$ cat src/rtl/cpx_pkg.sv
package cpx_pkg;
  typedef enum logic [1:0] {
    HS_WAIT   = 2'b00,
    HS_GO     = 2'b01,
    HS_ABSENT = 2'b10,
    HS_LAST   = 2'b11
  } hs_code_t;

  // Code shown when an instruction is accepted: stall, or proceed with GO/LAST.
  function automatic hs_code_t hs_pick(input logic can_move, input logic one_left);
    if (!can_move)     return HS_WAIT;
    else if (one_left) return HS_LAST;
    else               return HS_GO;
  endfunction
endpackage

$ cat src/rtl/cpx_seq_ctrl.sv
module cpx_seq_ctrl #(
  parameter int CNT_W = 4
) (
  input  logic             clk,
  input  logic             rst,
  input  logic             issue,
  input  logic             recog,
  input  logic             is_load,
  input  logic [CNT_W-1:0] nwords,
  input  logic             pass,
  input  logic             move_ok,
  output logic             active,
  output logic             load_dir,
  output logic             one_left,
  output logic [CNT_W-1:0] idx,
  output logic             beat
);
  localparam int REM_W = CNT_W + 1;

  logic             active_q;
  logic             load_q;
  logic [REM_W-1:0] rem_q;
  logic [CNT_W-1:0] idx_q;

  assign active   = active_q;
  assign load_dir = load_q;
  assign idx      = idx_q;
  assign one_left = (rem_q == REM_W'(1));
  assign beat     = active_q & pass & move_ok;

  always_ff @(posedge clk) begin
    if (rst) begin
      active_q <= 1'b0;
      load_q   <= 1'b0;
      rem_q    <= '0;
      idx_q    <= '0;
    end else if (active_q) begin
      if (!pass) begin
        active_q <= 1'b0;
      end else if (move_ok) begin
        rem_q <= rem_q - REM_W'(1);
        idx_q <= idx_q + CNT_W'(1);
        if (one_left) active_q <= 1'b0;
      end
    end else if (issue && recog) begin
      active_q <= 1'b1;
      load_q   <= is_load;
      rem_q    <= {1'b0, nwords} + REM_W'(1);
      idx_q    <= '0;
    end
  end
endmodule

$ cat src/rtl/cpx_word_bank.sv
module cpx_word_bank #(
  parameter int WORD_W = 32,
  parameter int ADDR_W = 4
) (
  input  logic              clk,
  input  logic              rst,
  input  logic              we,
  input  logic [ADDR_W-1:0] addr,
  input  logic [WORD_W-1:0] wdata,
  output logic [WORD_W-1:0] rdata
);
  localparam int DEPTH = 1 << ADDR_W;

  logic [WORD_W-1:0] words [DEPTH];

  for (genvar i = 0; i < DEPTH; i++) begin : g_word
    always_ff @(posedge clk) begin
      if (rst)                              words[i] <= '0;
      else if (we && addr == ADDR_W'(i))    words[i] <= wdata;
    end
  end

  assign rdata = words[addr];
endmodule

$ cat src/rtl/cpx_xfer_hs.sv
module cpx_xfer_hs #(
  parameter int WORD_W = 32,
  parameter int CNT_W  = 4
) (
  input  logic              clk,
  input  logic              rst,
  input  logic              issue_i,
  input  logic              recog_i,
  input  logic              is_load_i,
  input  logic [CNT_W-1:0]  nwords_i,
  input  logic              rsrc_ready_i,
  input  logic              pass_i,
  output logic [1:0]        hs_dec_o,
  output logic [1:0]        hs_exe_o,
  output logic [WORD_W-1:0] st_data_o,
  output logic              st_valid_o,
  input  logic              st_ready_i,
  input  logic [WORD_W-1:0] ld_data_i,
  input  logic              ld_valid_i,
  output logic              ld_ready_o
);
  import cpx_pkg::*;

  logic             active, load_dir, one_left, beat, move_ok;
  logic [CNT_W-1:0] idx;
  hs_code_t         dec_code, exe_code;

  assign move_ok = rsrc_ready_i & (load_dir ? ld_valid_i : st_ready_i);

  cpx_seq_ctrl #(.CNT_W(CNT_W)) u_ctrl (
    .clk      (clk),
    .rst      (rst),
    .issue    (issue_i),
    .recog    (recog_i),
    .is_load  (is_load_i),
    .nwords   (nwords_i),
    .pass     (pass_i),
    .move_ok  (move_ok),
    .active   (active),
    .load_dir (load_dir),
    .one_left (one_left),
    .idx      (idx),
    .beat     (beat)
  );

  cpx_word_bank #(.WORD_W(WORD_W), .ADDR_W(CNT_W)) u_bank (
    .clk   (clk),
    .rst   (rst),
    .we    (beat & load_dir),
    .addr  (idx),
    .wdata (ld_data_i),
    .rdata (st_data_o)
  );

  always_comb begin
    if (!issue_i || !recog_i) dec_code = HS_ABSENT;
    else if (active)          dec_code = HS_WAIT;
    else                      dec_code = hs_pick(rsrc_ready_i, nwords_i == '0);
  end

  always_comb begin
    if (!active) exe_code = HS_ABSENT;
    else         exe_code = hs_pick(move_ok, one_left);
  end

  assign hs_dec_o   = dec_code;
  assign hs_exe_o   = exe_code;
  assign st_valid_o = active & ~load_dir & rsrc_ready_i & pass_i;
  assign ld_ready_o = active &  load_dir & rsrc_ready_i & pass_i;
endmodule

$ cat config.mk
export PLATFORM = sky130hd
export DESIGN_NAME = cpx_xfer_hs
export DESIGN_NICKNAME = d
export VERILOG_FILES = /design/src/rtl/cpx_pkg.sv /design/src/rtl/cpx_seq_ctrl.sv /design/src/rtl/cpx_word_bank.sv /design/src/rtl/cpx_xfer_hs.sv
export SDC_FILE = /design/constraint.sdc
export NUM_CORES = 1
export LEC_CHECK = 0
export BUFFER_PORTS_ARGS = -buffer_cell sky130_fd_sc_hd__buf_2
export CORE_MARGIN = 2
export CORE_UTILIZATION = 55
export DETAILED_ROUTE_END_ITERATION = 7
export PLACE_DENSITY_LB_ADDON = 0.2
export SLEW_MARGIN = 20
export SYNTH_ARGS = -nofsm -noshare
export SYNTH_HDL_FRONTEND = slang
export SYNTH_SLANG_ARGS = --single-unit
$ cat constraint.sdc
create_clock -name clk -period 4.75 [get_ports clk]
set_input_delay 0.2375 -clock clk [delete_from_list [all_inputs] [get_ports clk]]
set_output_delay 0.2375 -clock clk [all_outputs]
set_load 0.05 [all_outputs]
==> summary.md, run 1 <==
| Metric | Value |
|---|---|
| Period Utilization, post-route | `0.7479` |
| Root buffer selected by CTS | `clkbuf_16` |
| Syn-to-layout area delta | `12.38%` |
| Largest net degree at the start of global routing | `95` |
| Initial core utilization | `0.5599` |
| Maximum buffer depth of the clock tree | `3` |
| Post-synth design cell area | `22970 um^2` |
| Detailed-route vias per instance | `6.193` |
| Number of setup violations in the final report | `0` |
| Fmax | `0.2815 GHz` |
| Number of top-level design ports | `83` |
| Path category of the worst min-delay check | `input port to flip-flop` |
| Static leakage | `8.416 nW` |
| Residual DRC count | `0` |
| Critical register-to-register path startpoint | `u_ctrl.active$_SDFF_PP0_` |
| Die height | `208.4 um` |
| Post-detailed-route count of antenna-violating nets | `0` |
| Clock input transition at the sequential cells of the worst setup and hold paths | `0.06 ns` |
| Asr flop ratio synth | `0` |
| Pwr Density | `387.3 nW/um^2` |
| Unrepaired setup endpoints after global routing | `no` |
| Remaining global-route overflow | `0` |
| Global-route layer with the greatest usage | `met2` |
| Gate count after technology mapping | `1625` |
| Total non-filler cell area in the finished layout | `25810 um^2` |
| Biggest area consumer among synthesized cells | `edfxtp_1` |
| Setup slack of the most critical reg-to-reg path | `1.43 ns` |
| Yosys warnings | `0` |
| Fin nets | `1748` |
| First-pass detailed-route iteration total | `6` |
| Post-cts sizing count | `0` |
| Arrival time at the worst endpoint | `3.32 ns` |
| Hold buffers post-CTS | `2` |
| Number of global-route vias before repair | `14307` |
| Tightest Pin Transition | `1.098 ns` |
| Wire length per cell after detailed routing | `26.19 um` |
| Max-Cap Viols | `0` |
| Portion of synthesized cell area occupied by the leading cell type | `0.6694` |
| Main flop type after synthesis | `edfxtp_1` |
| Core area | `41020 um^2` |
| Number of cell rows | `74` |
| Met1 layer usage reported by global route | `0.3780` |
| Final Routed Wirelength | `59.45 mm` |
| Share of layout cells above drive strength 1 | `0.2094` |
| Number of clock buffers inserted by TritonCTS | `54` |
| Final Wtd Congestion | `0.8049` |
| Met2 global-route usage | `0.4678` |
| Peak supply drop | `0.3595 mV` |
| Final HPWL DP | `35.86 mm` |
| Most used standard cells in the synthesized netlist | `nor2_1 (522), edfxtp_1 (512), nand2_1 (170)` |
| Number of placed instances, taps included | `2169` |
| Total power draw | `9.997 mW` |
| Total of flip-flops plus latches after synthesis | `527` |
| Net count of the mapped netlist | `1678` |
| Depth of the most critical reg-to-reg path | `5` |
| Die area | `43410 um^2` |
| Worst setup path class | `flip-flop to output pin` |
| Number of antenna violations at the first check in global routing | `0` |
| Global-route wire length before repair | `89.97 mm` |
| 1st-iter DRT viols | `1609` |
| Headroom to the max-slew limit | `0.2665` |
| Total number of vias | `14059` |
| Fill cell count | `3089` |
| Run status | `complete, no violations` |
| Placed cell areas | `24020 um^2` |
| Non-Filler Instances | `2270` |
| Count leader, synth | `nor2_1` |
| Clk Latency, worst-skew pair | `0.61 ns` |
| Final Hold Vio Count | `0` |
| Smallest hold slack | `0.02578 ns` |
| Largest fanout of any net on the critical path | `39` |
| Worst Setup End Kind | `output pin` |
| Count of buffers from port buffering | `82` |
| Synthesized area divided by synthesized cell count | `14.13 um^2` |
| Distinct cells, synth | `38` |
| Source of the worst hold timing path | `issue_i` |
| Final-layout setup total negative slack | `0 ns` |
| Startpoint type of the worst setup path | `flip-flop` |
| Final max-slew violation count | `0` |
| Width of the die | `208.4 um` |
| Area contributors post-synth | `edfxtp_1 (67%), mux4_2 (13%), nor2_1 (8.5%)` |
| TritonCTS clock tree | `done` |
| Post-CTS Repair Setup Buffers | `0` |
| All-layer global routing usage | `0.2813` |
| Antenna Diode Count | `0` |
| CP Data Required Time | `4.51 ns` |
| Share of synthesized area occupied by flip-flops and latches | `0.6825` |
| Critical Path End | `st_data_o[5]` |
| TritonCTS Sinks | `527` |
| Final critical-path required period | `3.553 ns` |
| Number of enable-type register cells in the synthesized netlist | `512` |
| H-tree level count | `2` |
| Met3 usage in global routing | `0.04408` |
| End of the worst register-to-register path | `u_bank.words[14][21]$_SDFFCE_PN0P_` |
| Largest clock skew in the final design | `0.01514 ns` |
sequential cells by signal, summed over array words and instances (netlist names), named ones only:
signal and cells:
u_bank.words 512, u_ctrl.rem_q 5, u_ctrl.idx 4, u_ctrl.active 1, u_ctrl.load_dir 1
critical path, stage by stage, from the launching register on:
cell and delay [ns]:
dfxtp_4 0.92, buf_4 0.46, mux4_2 0.55, a22oi_1 0.38
nand2_1 0.13, buf_2 0.24
cells in the final DEF (no fill, tap or decap), types with 3 or more instances in the layout:
master	count
clkbuf_1	6
buf_2	82
nand2_1	170
nor3_1	3
o21ai_0	6
edfxtp_1	512
and2_1	3
bufinv_16	7
dfxtp_1	13
a22oi_1	64
and3_1	3
nand2_4	4
clkinv_1	17
nand3_1	10
a21oi_1	9
buf_4	43
o21ai_4	12
buf_12	5
clkbuf_16	55
o31ai_4	4
inv_1	7
ha_1	8
clkinv_2	10
nor2_4	4
nand2b_1	3
nor2_1	519
mux4_2	128
worst min-delay path by stage:
stage / end / slack (ns) / cells after the start
after floorplan: u_ctrl.load_dir$_SDFFE_PP0P_ / 0.37 / 2
after global placement: u_ctrl.rem_q[1]$_SDFFE_PP0N_ / 0.48 / 2
after detailed placement: u_ctrl.rem_q[1]$_SDFFE_PP0N_ / 0.48 / 2
after CTS: u_ctrl.load_dir$_SDFFE_PP0P_ / 0.006 / 4
after global routing: u_ctrl.load_dir$_SDFFE_PP0P_ / 0.06 / 4
final: u_ctrl.load_dir$_SDFFE_PP0P_ / 0.03 / 4
logic make-up (layout without fill, tap and decap cells):
kind of cell,Yosys count,in the layout,synth area share
flops,527,527,0.6825
mux,130,130,0.1264
xor+xnor,3,3,0.001144
simple gates,730,730,0.1231
buf+inv,125,238,0.03209
compound gates,102,102,0.03034
fa+ha+maj,8,8,0.004358
final cells by class:
| class | count | area [um^2] | share of cell area |
|---|---|---|---|
| inverters | 7 | 26.28 | 0.001018 |
| clock buffers | 61 | 1399 | 0.05420 |
| repair buffers | 132 | 853.3 | 0.03306 |
| clock inverters | 38 | 370.4 | 0.01435 |
| multi-input cells | 973 | 6813 | 0.2640 |
| well taps | 532 | 665.6 | 0.02579 |
| flip-flops and latches | 527 | 15680 | 0.6076 |
report_power, final:
part           total [mW]  leakage [nW]  switching [mW]  internal [mW]
Clock                4.26         0.872            1.77           2.49
Combinational       0.432          2.21           0.300          0.131
Sequential           5.30          5.33          0.0536           5.25
Total                10.0          8.42            2.13           7.87
layer usage:
metal,vias up,part of all wire
met5,-,0
met4,0,0.038
met3,111,0.082
met2,708,0.50
met1,7143,0.38
li1,6097,-
metrics by stage:
| step | setup WS, ns | util |
|---|---|---|
| after detailed placement | 1.445 | 0.5856 |
| after floorplan | 0.8248 | - |
| final | 1.197 | 0.6292 |
| after global routing | 1.029 | 0.6292 |
| after global placement | 1.564 | 0.5856 |
| after CTS | 1.134 | 0.6292 |
No activity file was read; power rests on OpenSTA's default activity.
==> run 2, diff against run 1 <==
==> constraint.sdc (replaced) <==
create_clock -name clk -period 3.3 [get_ports clk]
set_input_delay 0.165 -clock clk [delete_from_list [all_inputs] [get_ports clk]]
set_output_delay 0.165 -clock clk [all_outputs]
set_load 0.05 [all_outputs]
==> summary.md, run 2 (synthesis results as in run 1) <==
| Metric | Value |
|---|---|
| Residual DRC count | `0 (unchanged)` |
| Number of top-level design ports | `83 (unchanged)` |
| 1st-iter DRT viols | `1232 (-23%)` |
| Largest reg by FF count | `u_bank.words` |
| CP Data Required Time | `3.13 ns (-1.38 ns)` |
| Number of setup violations in the final report | `0 (unchanged)` |
| Number of cell rows | `74 (unchanged)` |
| Arrival time at the worst endpoint | `2.70 ns (-0.62 ns)` |
| Final HPWL DP | `32.49 mm (-9.4%)` |
| Global-route wire length before repair | `86.35 mm (-4.0%)` |
| Largest clock skew in the final design | `0.02551 ns (+0.01037 ns)` |
| Final Wtd Congestion | `0.7778 (-3.4%)` |
| Post-cts sizing count | `0 (unchanged)` |
| Run status | `complete, no violations` |
| Fin nets | `1765 (+0.97%)` |
| Max-Cap Viols | `0 (unchanged)` |
| H-tree level count | `2 (unchanged)` |
| Worst setup path class | `flip-flop to output pin` |
| Final max-slew violation count | `0 (unchanged)` |
| Final critical-path required period | `2.870 ns` |
| Detailed-route vias per instance | `6.106 (-1.4%)` |
| Largest net degree at the start of global routing | `96 (+1.1%)` |
| Die height | `208.4 um (unchanged)` |
| Area occupied by multi-input gates | `6813 um^2 (unchanged)` |
| Root buffer selected by CTS | `clkbuf_16` |
| Period Utilization, post-route | `0.8696` |
| TritonCTS Sinks | `527 (unchanged)` |
| Static leakage | `8.455 nW (+0.47%)` |
| Met2 WL | `28.35 mm (-5.5%)` |
| Number of clock buffers inserted by TritonCTS | `53 (-1.9%)` |
| Leading cell type in the layout, fill and taps excluded | `nor2_1` |
| Startpoint type of the worst setup path | `flip-flop` |
| All-layer global routing usage | `0.2691 (-0.01223)` |
| Depth of the most critical reg-to-reg path | `5 (unchanged)` |
| Fmax | `0.3485 GHz` |
| End of the worst register-to-register path | `u_bank.words[7][31]$_SDFFCE_PN0P_` |
| Path category of the worst min-delay check | `input port to flip-flop` |
| Total power draw | `13.90 mW (+39%)` |
| Fill cell count | `3089 (unchanged)` |
| Final Hold Vio Count | `0 (unchanged)` |
| Initial core utilization | `0.5599 (unchanged)` |
| Total number of vias | `13933 (-0.90%)` |
| Setup slack of the most critical reg-to-reg path | `0.51 ns (-0.92 ns)` |
| Clock input transition at the sequential cells of the worst setup and hold paths | `0.06 ns (about the same)` |
| Maximum buffer depth of the clock tree | `3 (unchanged)` |
| Number of antenna violations at the first check in global routing | `3 (+3)` |
| Critical Path End | `st_data_o[6]` |
| Post-CTS Repair Setup Buffers | `0 (unchanged)` |
| Worst Setup End Kind | `output pin` |
| Peak supply drop | `0.4159 mV (+16%)` |
| Syn-to-layout area delta | `13.11%` |
| Unrepaired setup endpoints after global routing | `no` |
| Die area | `43410 um^2 (unchanged)` |
| Wire length per cell after detailed routing | `24.93 um (-4.8%)` |
| Number of global-route vias before repair | `14446 (+0.97%)` |
| Register area | `15680 um^2 (unchanged)` |
| Largest fanout of any net on the critical path | `45 (+15%)` |
| Top library cells by usage in the layout, fill and taps aside | `nor2_1 (519), edfxtp_1 (512), nand2_1 (170), mux4_2 (128), buf_2 (82)` |
| Remaining global-route overflow | `0 (unchanged)` |
| Final Routed Wirelength | `56.90 mm (-4.3%)` |
| Width of the die | `208.4 um (unchanged)` |
| Pwr Density | `535.2 nW/um^2 (+38%)` |
| Hold buffers post-CTS | `12 (+10)` |
| Post-detailed-route count of antenna-violating nets | `0 (unchanged)` |
| Headroom to the max-slew limit | `0.3255 (+0.05899)` |
| Critical register-to-register path startpoint | `u_ctrl.active$_SDFF_PP0_` |
| Delay of the slowest critical-path stage | `0.58 ns (-0.34 ns)` |
| Highest routing layer actually used | `met4` |
| Cell Chain, Critical Path | `buf_12 -> mux4_2 -> a22oi_1 -> nand2_1 -> buf_2` |
| Clk Latency, worst-skew pair | `0.59 ns (-0.02 ns)` |
| Detail Route met3 WL | `4.942 mm (+1.2%)` |
| Tightest Pin Transition | `1.011 ns (-0.08700 ns)` |
| Cell with the largest stage delay on the worst path | `mux4_2` |
| Final-layout setup total negative slack | `0 ns (unchanged)` |
| Share of layout cells above drive strength 1 | `0.2084 (-0.001079)` |
| TritonCTS clock tree | `done` |
| First-pass detailed-route iteration total | `5 (-1)` |
| Count of buffers from port buffering | `82 (unchanged)` |
| Core area | `41020 um^2 (unchanged)` |
| Met1 wire length | `22.11 mm (-0.92%)` |
| Flip-flop count of the largest register after layout | `512 (unchanged)` |
==> run 2: changes by cell type in the layout (fill, tap and decap cells not counted) <==
cell / change
bufinv_16: -4
clkinvlp_4: +2
clkinv_8: +1
clkbuf_16: -1
clkinv_2: -2
inv_16: -1
clkbuf_1: +9
buf_4: -6
dlygate4sd3_1: +10
inv_6: -1
buf_12: +14
diode_2: +3
clkinv_1: -10
clkinv_4: -2
==> run 2: metrics by stage <==
step                setup WS [ns]  instances  area (um^2)    util  hold slack, ns
floorplan                 -0.4796       1625        22990       -          0.3010
global placement           0.5610       2177        24260  0.5914          0.4097
detailed placement         0.5314       2177        24260  0.5914          0.4202
CTS                        0.3834       2279        25970  0.6332       0.0005818
global route               0.3282       2280        25970  0.6332         0.03368
finish                     0.4304       2282        25980  0.6334         0.02479
==> run 2: where the power goes <==
group	internal (mW)	switching, mW
combinational	0.213	0.430
sequential	7.55	0.0684
clock	3.21	2.43
==> run 2: how the worst min path moves through the flow <==
| stage | startpoint | to | slack, ns | depth (start not counted) |
|---|---|---|---|---|
| 2_1_floorplan | is_load_i | u_ctrl.load_dir$_SDFFE_PP0P_ | 0.30 | 2 |
| 3_3_place_gp | is_load_i | u_ctrl.load_dir$_SDFFE_PP0P_ | 0.41 | 3 |
| 3_5_place_dp | is_load_i | u_ctrl.load_dir$_SDFFE_PP0P_ | 0.42 | 3 |
| 4_1_cts | ld_data_i[4] | u_bank.words[2][4]$_SDFFCE_PN0P_ | 0.0006 | 3 |
| 5_1_grt | ld_data_i[19] | u_bank.words[15][19]$_SDFFCE_PN0P_ | 0.03 | 3 |
| 6_report | ld_data_i[16] | u_bank.words[15][16]$_SDFFCE_PN0P_ | 0.02 | 3 |
==> run 2: metal layers <==
layer / vias to the layer above / global-route usage
met2: 728 / 0.4442
met5: - / 0
met1: 6983 / 0.3732
met3: 99 / 0.04075
met4: 0 / 0.08608
li1: 6123 / -
==> run 2: worst max-delay path: cells and delay by family (launching register included) <==
kind | cells | cell delay (ns)
AO/OA/AOI/OAI | 1 | 0.31
buffers and inverters | 2 | 0.55
flip-flops | 1 | 0.40
multiplexers | 1 | 0.58
AND/OR/NAND/NOR | 1 | 0.16
==> run 2: cell type report <==
class	count	area share
Sequential cell	527	0.6037
Inverter	7	0.001011
Antenna cell	3	0.0002890
Clock inverter	21	0.007224
Multi-Input combinational cell	973	0.2622
Clock buffer	69	0.05418
Timing Repair Buffer	150	0.04575
Tap cell	532	0.02562
